<file path="src/rtl/safeload_pkg.sv">
package safeload_pkg;
  typedef struct packed {
    logic commit;    // current slot's write granted this cycle
    logic lockHost;  // refuse host writes
  } slStrobe_t;
endpackage

</file>
<file path="src/rtl/safeload_datapath.sv">
module safeload_datapath
  import safeload_pkg::*;
#(
  parameter int NUM_SLOTS = 5,
  parameter int ADDR_W = 10,
  parameter int DATA_W = 28,
  parameter int CNT_W = 16,
  parameter int DEFAULT_BUDGET = 64
) (
  input  logic              clk,
  input  logic              rstN,
  input  logic              hostWe,
  input  logic [3:0]        hostAddr,
  input  logic [DATA_W-1:0] hostWdata,
  input  slStrobe_t         st,
  output logic              anyValid,
  output logic              lastValid,
  output logic              trigReq,
  output logic [CNT_W-1:0]  budget,
  output logic [ADDR_W-1:0] ramAddr,
  output logic [DATA_W-1:0] ramData
);
  localparam int IDX_W = (NUM_SLOTS > 1) ? $clog2(NUM_SLOTS) : 1;
  localparam logic [3:0] DATA_BASE = 4'd8;
  localparam logic [3:0] BUDGET_ADDR = 4'd14;
  localparam logic [3:0] TRIG_ADDR = 4'd15;

  logic [NUM_SLOTS-1:0][ADDR_W-1:0] addrQ;
  logic [NUM_SLOTS-1:0][DATA_W-1:0] dataQ;
  logic [NUM_SLOTS-1:0]             valid;
  logic [IDX_W-1:0]                 curIdx;
  logic                             hostOk;

  assign hostOk = hostWe && !st.lockHost;
  assign trigReq = hostOk && (hostAddr == TRIG_ADDR) && hostWdata[0];

  genvar gi;
  generate
    for (gi = 0; gi < NUM_SLOTS; gi++) begin : gSlot
      always_ff @(posedge clk) begin
        if (!rstN) begin
          addrQ[gi] <= '0;
          dataQ[gi] <= '0;
          valid[gi] <= 1'b0;
        end else begin
          if (hostOk && hostAddr == 4'(gi))
            addrQ[gi] <= hostWdata[ADDR_W-1:0];
          if (hostOk && hostAddr == DATA_BASE + 4'(gi)) begin
            dataQ[gi] <= hostWdata;
            valid[gi] <= 1'b1;
          end else if (st.commit && curIdx == IDX_W'(gi)) begin
            valid[gi] <= 1'b0;
          end
        end
      end
    end
  endgenerate

  always_ff @(posedge clk) begin
    if (!rstN) budget <= CNT_W'(DEFAULT_BUDGET);
    else if (hostOk && hostAddr == BUDGET_ADDR) budget <= hostWdata[CNT_W-1:0];
  end

  // lowest filled slot goes first
  always_comb begin
    curIdx = '0;
    for (int i = NUM_SLOTS - 1; i >= 0; i--)
      if (valid[i]) curIdx = IDX_W'(i);
  end

  assign anyValid = |valid;
  assign lastValid = anyValid && ((valid & (valid - 1'b1)) == '0);
  assign ramAddr = addrQ[curIdx];
  assign ramData = dataQ[curIdx];

  // locked staging is untouched by host writes
  a_r6_host_locked: assert property (@(posedge clk) disable iff (!rstN)
    st.lockHost && hostWe |=> $stable(addrQ) && $stable(dataQ) && $stable(budget));
  // a granted slot is empty afterwards
  a_r5_slot_emptied: assert property (@(posedge clk) disable iff (!rstN)
    st.commit |=> !valid[$past(curIdx)]);
endmodule

</file>
<file path="src/rtl/safeload_ctrl.sv">
module safeload_ctrl
  import safeload_pkg::*;
#(
  parameter int CNT_W = 16
) (
  input  logic             clk,
  input  logic             rstN,
  input  logic             frameStart,
  input  logic             ramGrant,
  input  logic             anyValid,
  input  logic             lastValid,
  input  logic             trigReq,
  input  logic [CNT_W-1:0] budget,
  output slStrobe_t        st,
  output logic             ramReq,
  output logic             busy,
  output logic             overrun
);
  logic             armed;
  logic             active;
  logic [CNT_W-1:0] cnt;
  logic             grantNow;
  logic             finishing;
  logic             timeUp;

  assign ramReq = active && anyValid;
  assign grantNow = ramReq && ramGrant;
  assign finishing = (grantNow && lastValid) || !anyValid;
  assign timeUp = ({1'b0, cnt} + 1'b1) >= {1'b0, budget};

  always_ff @(posedge clk) begin
    if (!rstN) begin
      armed <= 1'b0;
      active <= 1'b0;
      cnt <= '0;
      overrun <= 1'b0;
    end else begin
      overrun <= 1'b0;
      if (!active) begin
        if (frameStart && armed) begin
          if (anyValid) begin
            active <= 1'b1;
            cnt <= '0;
          end else begin
            armed <= 1'b0;
          end
        end
        if (trigReq) armed <= 1'b1;
      end else if (finishing) begin
        active <= 1'b0;
        armed <= 1'b0;
      end else if (timeUp) begin
        active <= 1'b0;
        overrun <= 1'b1;
      end else begin
        cnt <= cnt + 1'b1;
      end
    end
  end

  assign st.commit = grantNow;
  assign st.lockHost = active;
  assign busy = active;

  // a drain only begins on a frame start
  a_r2_start_on_frame: assert property (@(posedge clk) disable iff (!rstN)
    $rose(active) |-> $past(frameStart));
  // the drain never outlives its budget
  a_r7_within_budget: assert property (@(posedge clk) disable iff (!rstN)
    active && budget != '0 |-> cnt < budget);
  // overrun is a single-cycle pulse
  a_r7_overrun_pulse: assert property (@(posedge clk) disable iff (!rstN)
    overrun |=> !overrun);
endmodule

</file>
<file path="src/rtl/safeload_buffer.sv">
module safeload_buffer
  import safeload_pkg::*;
#(
  parameter int NUM_SLOTS = 5,
  parameter int ADDR_W = 10,
  parameter int DATA_W = 28,
  parameter int CNT_W = 16,
  parameter int DEFAULT_BUDGET = 64
) (
  input  logic              clk,
  input  logic              rstN,
  input  logic              hostWe,
  input  logic [3:0]        hostAddr,
  input  logic [DATA_W-1:0] hostWdata,
  input  logic              frameStart,
  input  logic              ramGrant,
  output logic              ramReq,
  output logic [ADDR_W-1:0] ramAddr,
  output logic [DATA_W-1:0] ramData,
  output logic              busy,
  output logic              overrun
);
  slStrobe_t        st;
  logic             anyValid;
  logic             lastValid;
  logic             trigReq;
  logic [CNT_W-1:0] budget;

  safeload_datapath #(
    .NUM_SLOTS(NUM_SLOTS), .ADDR_W(ADDR_W), .DATA_W(DATA_W),
    .CNT_W(CNT_W), .DEFAULT_BUDGET(DEFAULT_BUDGET)
  ) u_dp (
    .clk(clk), .rstN(rstN), .hostWe(hostWe), .hostAddr(hostAddr),
    .hostWdata(hostWdata), .st(st), .anyValid(anyValid),
    .lastValid(lastValid), .trigReq(trigReq), .budget(budget),
    .ramAddr(ramAddr), .ramData(ramData)
  );

  safeload_ctrl #(.CNT_W(CNT_W)) u_ctrl (
    .clk(clk), .rstN(rstN), .frameStart(frameStart), .ramGrant(ramGrant),
    .anyValid(anyValid), .lastValid(lastValid), .trigReq(trigReq),
    .budget(budget), .st(st), .ramReq(ramReq), .busy(busy),
    .overrun(overrun)
  );

  // a stalled request keeps its address and data
  a_r4_hold_stall: assert property (@(posedge clk) disable iff (!rstN)
    ramReq && !ramGrant |=> overrun || (ramReq && $stable(ramAddr) && $stable(ramData)));
  // requests only appear during a drain
  a_r3_req_in_drain: assert property (@(posedge clk) disable iff (!rstN)
    ramReq |-> busy);
endmodule

</file>
<file path="config.mk">
export PLATFORM = sky130hd
export DESIGN_NAME = safeload_buffer
export DESIGN_NICKNAME = d
export VERILOG_FILES = /design/src/rtl/safeload_pkg.sv /design/src/rtl/safeload_datapath.sv /design/src/rtl/safeload_ctrl.sv /design/src/rtl/safeload_buffer.sv
export SDC_FILE = /design/constraint.sdc
export NUM_CORES = 1
export LEC_CHECK = 0
export BUFFER_PORTS_ARGS = -buffer_cell sky130_fd_sc_hd__buf_2
export CORE_MARGIN = 5
export CORE_UTILIZATION = 56
export CTS_BUF_LIST = sky130_fd_sc_hd__clkbuf_8
export DETAILED_ROUTE_END_ITERATION = 12
export GPL_ROUTABILITY_DRIVEN = 0
export PLACE_DENSITY = 0.83
export SETUP_SLACK_MARGIN = 0.5
export SYNTH_ARGS = -nofsm -noshare
export SYNTH_HDL_FRONTEND = slang
export SYNTH_SLANG_ARGS = --single-unit
</file>
<file path="constraint.sdc">
create_clock -name clk -period 8 [get_ports clk]
set_input_delay 2 -clock clk [delete_from_list [all_inputs] [get_ports clk]]
set_output_delay 2 -clock clk [all_outputs]
set_load 0.01 [all_outputs]
</file>
* Word level (Yosys, flattened, before mapping) *
Index checks and enable logic that the tools add are counted.
W data, S select, Z words.

storage, ports and cells
  bits in registers = 230
  output and inout port bits = 41
  bits of input ports = 37

cells by class
  reductions and logical operators = 42
  equal/unequal tests = 19
  bitwise operators = 3
  $add $sub $neg = 3
  $lt $le $gt $ge = 2
  multiplexer cells = 35

operators by type and width
  cell                     number
  $bmux W28 S3             1
  $mux W16                 5
  $bmux W10 S3             1
  $eq A4 B4 Y1 const B     7
  $mux W28                 1
  $logic_and A1 B1 Y1      24
  $mux W1                  21
  $add A16 B1 Y17 const B  1
  $ge A17 B16 Y1           1
  $add A16 B1 Y16 const B  1
  $mux W3                  5
  $reduce_bool A2 Y1       7
  $mux W10                 1
  $eq A4 B2 Y1 const B     2
  $eq A3 B2 Y1 const B     2
  $ne A2 B2 Y1 const B     3
  $and A5 B5 Y5            1
  $logic_not A5 Y1         1
  $reduce_or A5 Y1         1
  $sub A5 B1 Y5 const B    1
  $eq A4 B1 Y1 const B     1
  $eq A4 B3 Y1 const B     1
  $logic_not A4 Y1         1
  $lt A3 B4 Y1 const B     1
  11 further kinds         13

* Longest topological paths before layout *
Gate-level depths: netlist of run 1.

  word-level depth = 9
  mapped depth = 13

* By module *
Synthesis of run 1 repeated with hierarchy kept, for this count alone.

second synthesis, totals
  cell total of the unflattened synthesis = 1579
  area, all modules = 12602.1 um2

modules (own cells, without submodules)
  module             sequential area each (um2)  instances  area an instance (um2)  cells an instance
  safeload_datapath  4224.1                      1          11070.6                 1397
  safeload_ctrl      380.4                       1          1531.5                  182

* Worst setup path after synthesis of run 1 *
No wires, ideal clock.

  path type = reg-to-output
  start point = register u_dp.valid[2]
  end point = output port ramAddr[0]
  stages on the path, launching flop included = 7
  slack = 4.360 ns
  path buffers = 3
  data arrival time = 1.640 ns
  cell sequence = dfxtp_1 > clkbuf_1 > nor4b_1 > buf_2 > buf_2 > a222oi_1 > a31oi_1

between the ends
  word-level cells in the longest chain between the ends = 5

RTL lines
  element                            RTL line                 text
  from (decl)                        safeload_datapath.sv:30  logic [NUM_SLOTS-1:0] valid;
  from (signal, indexed assignment)  safeload_datapath.sv:44  valid[gi] <= 1'b0;
  from (signal, indexed assignment)  safeload_datapath.sv:50  valid[gi] <= 1'b1;
  from (signal, indexed assignment)  safeload_datapath.sv:52  valid[gi] <= 1'b0;
  $mux W3 (3 in series)              safeload_datapath.sv:68  if (valid[i]) curIdx = IDX_W'(i);
  $bmux W10 S3                       safeload_datapath.sv:73  assign ramAddr = addrQ[curIdx];
  $mux W10 (implied by the code)     safeload_datapath.sv:73
  to (decl)                          safeload_buffer.sv:18    output logic [ADDR_W-1:0] ramAddr,

Every way passes these cells. The select of a mux whose other input is x is not followed.

* Worst setup path in the final report of run 1 *
  start point = register u_dp.valid[2]
  end point = output port ramData[5]

between the ends
  word-level cells in the longest chain between the ends = 5

RTL lines
  element                         RTL line                 text
  $mux W3 (3 in series)           safeload_datapath.sv:68
  $bmux W28 S3                    safeload_datapath.sv:74  assign ramData = dataQ[curIdx];
  $mux W28 (implied by the code)  safeload_datapath.sv:74
  to (decl)                       safeload_buffer.sv:19    output logic [DATA_W-1:0] ramData,

Every way passes these cells. The select of a mux whose other input is x is not followed.

==> results of run 1 <==
-- layout by cell type, fill, tap and decap left out, types with 2 or more instances in the layout --
master,count
and2_1,5
nor3_1,9
a222oi_1,38
a221o_1,7
o221ai_1,4
and3_1,11
buf_4,17
a21oi_1,193
nor2_1,91
nand2_1,401
nor3_2,2
o21ai_0,4
clkinv_2,3
ha_1,17
dfxtp_1,230
nand3_1,39
mux2i_1,30
xnor2_1,10
a31oi_1,44
nand4_1,10
nand2b_1,5
xor2_1,2
o211ai_1,5
buf_2,77
o311ai_1,4
inv_1,33
nor2b_1,4
o21a_1,2
clkbuf_8,47
-- per-layer routing --
layer,global-route usage,wire length (um)
met1,0.366,12100
met5,0,7
met4,0.109,763
met3,0.0536,2570
met2,0.436,13100
-- area by class of cell --
class / count / area share
Multi-Input combinational cell: 962 / 0.446
Sequential cell: 230 / 0.407
Clock buffer: 47 / 0.0572
Timing Repair Buffer: 94 / 0.0454
Tap cell: 229 / 0.0253
Clock inverter: 20 / 0.0114
Inverter: 22 / 0.00774
-- kinds of logic after synthesis --
kind of cell,count (synthesis),synth area share
simple gates,591,0.242
compound gates,311,0.191
flops,230,0.455
buf+inv,126,0.0500
mux,30,0.0297
fa+ha+maj,18,0.0221
xor+xnor,12,0.0104
-- registers in the layout, indices dropped and copies added (netlist names) --
register        flops
u_ctrl.busy         1
u_dp.valid          5
u_dp.dataQ        140
u_ctrl.overrun      1
u_ctrl.armed        1
u_dp.addrQ         50
u_ctrl.cnt         16
u_dp.budget        16
-- critical path, cell delays in order, from the launching register on --
cell	delay (ns)
dfxtp_1	0.40
nor4b_2	0.63
buf_4	0.52
a222oi_1	0.17
a31oi_1	0.33
buf_2	0.19
-- worst max path at each step --
stage	end	slack [ns]	cells after the start
3_3_place_gp	u_dp.addrQ[49]	3.80	6
5_1_grt	ramData[4]	2.94	5
4_1_cts	ramData[5]	3.24	5
2_1_floorplan	ramAddr[0]	4.36	6
6_report	ramData[5]	3.21	5
3_5_place_dp	u_dp.addrQ[46]	3.75	6
-- power groups by stage --
| stage | registers (mW) | logic [mW] | clock network, mW |
|---|---|---|---|
| 2_1_floorplan | 1.19 | 0.0805 | 0 |
| 3_3_place_gp | 1.19 | 0.128 | 0 |
| 3_5_place_dp | 1.19 | 0.129 | 0 |
| 4_1_cts | 1.17 | 0.130 | 1.06 |
| 5_1_grt | 1.17 | 0.143 | 1.12 |
| 6_report | 1.17 | 0.133 | 1.04 |
==> flow_summary.yaml, run 1 <==
cells_and_area:
  multi_input_area_mm2: 0.00504
  nFillCells: 1510
  utilization: 0.632
  nNetsFinal: 1402
  area_delta_synth_final_pct: 11.7
  fin_cells: 1604
  regArea_mm2: 0.00460
  antennaDiodeCount: 0
  drive_above_1_share: 0.120
  stdcell_area_mm2: 0.0113
place:
  postPlaceCellArea_mm2: 0.0105
  io_buffers: 77
  hpwl_mm: 16.8
  dpl.cell_count: 1537
  post-place-ws_ns: 3.75
critical_path:
  rr_endpoint: "u_ctrl.cnt[10]"
  cp_max_fo: 34
  reg2reg_from: "u_ctrl.cnt[0]"
  arrival_ns: 2.79
  endpoint_kind: "output port"
  worst_setup_path_start_kind: "flop"
  r2r_slack_ns: 4.24
  path_class: "reg2out"
  r2r.worst_path.cells: 12
  worstSetupStartpoint: "u_dp.valid[2]"
  cp.required_ns: 6.00
routing:
  vias: 9729
  dr.pass1.iters: 7
  drtIter0Drc: 1128
  drc: 0
  routedWlPerCell_um: 17.8
  drt_wl_total_mm: 28.5
  drtAntennaViolNets: 0
  vias_per_cell: 6.07
yosys:
  ys.flop_type: "dfxtp_1"
  synth_cell_type_count: 52
  netlist_instances: 1318
  synth_common_cells: "nand2_1 (401), dfxtp_1 (230), a21oi_1 (193)"
  synthesis.nets: 1372
  ys_seq_elements: 230
  yosysMostFrequentCell: "nand2_1"
  synth_area_mm2: 0.0101
  async_flop_share: 0
  synth_edf_count: 0
  ys_seq_area_frac: 0.455
  yosys_warnings: 0
  synth_top_area_cell: "dfxtp_1"
  synth.area.top_cells: "dfxtp_1 (45%), nand2_1 (15%), a21oi_1 (9.5%)"
  synth_area_per_cell_um2: 7.68
  synth_top_cell_area_share: 0.455
global_route:
  grt_pass1_wl_mm: 46.3
  grt_max_degree: 116
  grt.overflow.total: 0
  grt_pass1_vias: 9198
  antenna_found_initial: 1
  grt.total_usage: 0.274
worst_hold_path:
  hold_depth: 2
  hold_path_end: "u_dp.dataQ[15]"
  hold_path_class: "reg2reg"
  min_from: "u_dp.dataQ[15]"
power_and_ir_drop:
  clock_power_share: 0.445
  p_sw_frac: 0.249
  ir_worst_vdd_uv: 154
  p_sw_uw: 584
  internal_power_mw: 1.76
  power.total_mw: 2.34
  power_density_mw_per_mm2: 207
  seq_power_share: 0.498
  p_leak_nw: 4.38
  power_frac_comb: 0.057
floorplan:
  fp.dieW_um: 144
  num_rows: 49
  start_util: 0.566
  die_area_mm2: 0.0209
  io_pins: 78
  core_region_area_mm2: 0.0179
  die_h_um: 144
cts:
  clockBufferDepth: 3
  cts-resized-gates: 0
  clockRootBuffer: "clkbuf_8"
  cts_setup_buffers: 0
  clk_pin_slew_worst_paths_ns: 0.06
  h-tree-depth: 2
  clock-sinks: 230
  cts_tree: "yes"
  cts_hold_buf: 0
  cts_made_buffers: 38
  clk_latency_ns: 0.55
sta:
  setup_slack_ns: 3.21
  setup_violations: 0
  period_needed_ns: 4.79
  holdWs_ns: 0.453
  fin_crit_sh: 0.599
  hold_viol_final: 0
  clock.fmax_mhz: 209
  worstMarginPinSlew_ns: 1.18
  tns_ns: 0
  rsz0062_at_grt: "no"
  max_slew_margin: 0.214
  maxSlewViolCount: 0
  skew_ns: 0.0183
run_status:
  run_status: "completed"
flow_run:
  max_cap_viol_count: 0
(Power assumes the default switching activity.)
==> inputs of run 2 (changes only) <==
- PLACE_DENSITY: 0.83 -> 0.86
- clock period: 8 -> 4.1 ns (I/O delays scaled with it)
==> run 2 against run 1 <==
  * Combinational power increased by 98%
  * Setup slack worse by 2.6 ns
  * Clock power is 110% higher
  * Largest power group unchanged
  * First-iteration DRC count decreased by 2.2%
  * Total power up 100%
  * Wire length fell by 0.40%
  * Register-to-register slack worse by 3.6 ns
==> flow_summary.yaml, run 2 (synthesis results as in run 1) <==
routing:
  drtIter0Drc: 1103
  drc: 0
  drt_wl_total_mm: 28.4
  vias_per_cell: 6.07
  drtAntennaViolNets: 0
  routedWlPerCell_um: 17.6
  dr.pass1.iters: 7
  vias: 9774
cts:
  cts_setup_buffers: 0
  clockBufferDepth: 3
  h-tree-depth: 2
  clockRootBuffer: "clkbuf_8"
  clk_pin_slew_worst_paths_ns: 0.06
  clock-sinks: 230
  cts_hold_buf: 0
  cts_tree: "yes"
  clk_latency_ns: 0.54
  cts_made_buffers: 39
flow_run:
  max_cap_viol_count: 0
critical_path:
  critical-path-top-delay-family: "simple AND/OR/NAND/NOR gates"
  worst_setup_path_start_kind: "flop"
  path_cells: "nor2_1 > and2_4 > buf_4 > a222oi_1 > a31oi_1 > buf_2"
  cp.required_ns: 3.07
  r2r.worst_path.cells: 12
  crit_buf_inv: 2
  cp_max_fo: 19
  critPathMaxStageDelay_ns: 0.38
  worst-path-stages: 6
  path_class: "reg2out"
  crit_slowest_cell: "dfxtp_1"
  arrival_ns: 2.44
  endpoint_kind: "output port"
sta:
  worstMarginPinSlew_ns: 0.962
  max_slew_margin: 0.357
  tns_ns: 0
  maxSlewViolCount: 0
  rsz0062_at_grt: "yes"
  fin_crit_sh: 0.845
  skew_ns: 0.0240
  period_needed_ns: 3.47
  clock.fmax_mhz: 289
  setup_violations: 0
  hold_viol_final: 0
cells_and_area:
  drive_above_1_share: 0.130
  largestRegisters: "u_dp.dataQ x140, u_dp.addrQ x50"
  largest_reg_flops: 140
  area_delta_synth_final_pct: 13.4
  top_register: "u_dp.dataQ"
  final_common_cell: "nand2_1"
  nNetsFinal: 1408
  final_cell_mix: "nand2_1 (401), dfxtp_1 (230), a21oi_1 (192)"
  antennaDiodeCount: 0
place:
  io_buffers: 77
  hpwl_mm: 16.9
power_and_ir_drop:
  power_density_mw_per_mm2: 411
  power.total_mw: 4.72
  ir_worst_vdd_uv: 313
  p_leak_nw: 4.45
floorplan:
  start_util: 0.566
  die_h_um: 144
  io_pins: 78
  fp.dieW_um: 144
  num_rows: 49
  core_region_area_mm2: 0.0179
  die_area_mm2: 0.0209
global_route:
  grt_pass1_wl_mm: 46.2
  grt_pass1_vias: 9341
  grt.overflow.total: 0
  grt.total_usage: 0.270
  grt_max_degree: 94
  antenna_found_initial: 0
worst_hold_path:
  hold_depth: 2
  hold_path_class: "reg2reg"
run_status:
  run_status: "completed"
==> run 2: worst paths after layout <==
| kind | from | endpoint | slack [ns] |
|---|---|---|---|
| max reg2reg | u_ctrl.cnt[0] | u_ctrl.cnt[9] | 0.65 |
| min reg2reg | u_dp.budget[1] | u_dp.budget[1] | 0.45 |
| min | u_dp.budget[1] | u_dp.budget[1] | 0.45 |
| max | u_dp.valid[0] | ramData[21] | 0.63 |
==> run 2: through the flow <==
step                      hold slack [ns]  setup WS, ns  cells  instance area [um2]  utilization
after floorplan                     0.436          1.23   1318                10100            -
after global placement              0.441         0.720   1542                10600        0.592
after detailed placement            0.447         0.600   1542                10600        0.592
after CTS                           0.455         0.521   1611                11400        0.639
after global routing                0.468         0.459   1611                11500        0.641
final                               0.455         0.635   1611                11500        0.641
==> run 2: final cells by class <==
cell class	instances	area, um2
inverter	22	87.6
sequential	230	4600
clock inverter	21	173
tap	229	287
multi-input combinational	962	5090
timing repair buffer	99	579
fill	1497	6420
clock buffer	48	661
==> run 2: worst register-to-register path: stages, from the launching register on <==
cell      delay [ns]
dfxtp_1         0.43
ha_1            0.22
and3_1          0.25
and3_2          0.26
and3_1          0.18
xor2_1          0.26
ha_1            0.32
a21oi_1         0.14
o221ai_1        0.14
a21oi_2         0.22
o211a_4         0.27
nand2_1         0.21
a221o_1         0.41
==> run 2: what timing repair did <==
| item | 4_1_cts | 5_1_grt |
|---|---|---|
| endpoints found under the setup margin | 35 | 46 |
| pin swaps | 0 | 0 |
| resized for setup | 1 | 12 |
==> run 2: report_power, final <==
part	switching (mW)	leakage [nW]	total, mW	internal (mW)
Clock	0.923	0.475	2.17	1.25
Combinational	0.193	2.12	0.264	0.0715
Sequential	0.0153	1.86	2.28	2.26
==> run 2: routing by layer <==
metal	global-route usage	share of wire	vias up
li1	-	-	4609
met1	0.351	0.40	4602
met2	0.447	0.48	489
met3	0.0453	0.094	74
met4	0.109	0.027	0
met5	0	0	-
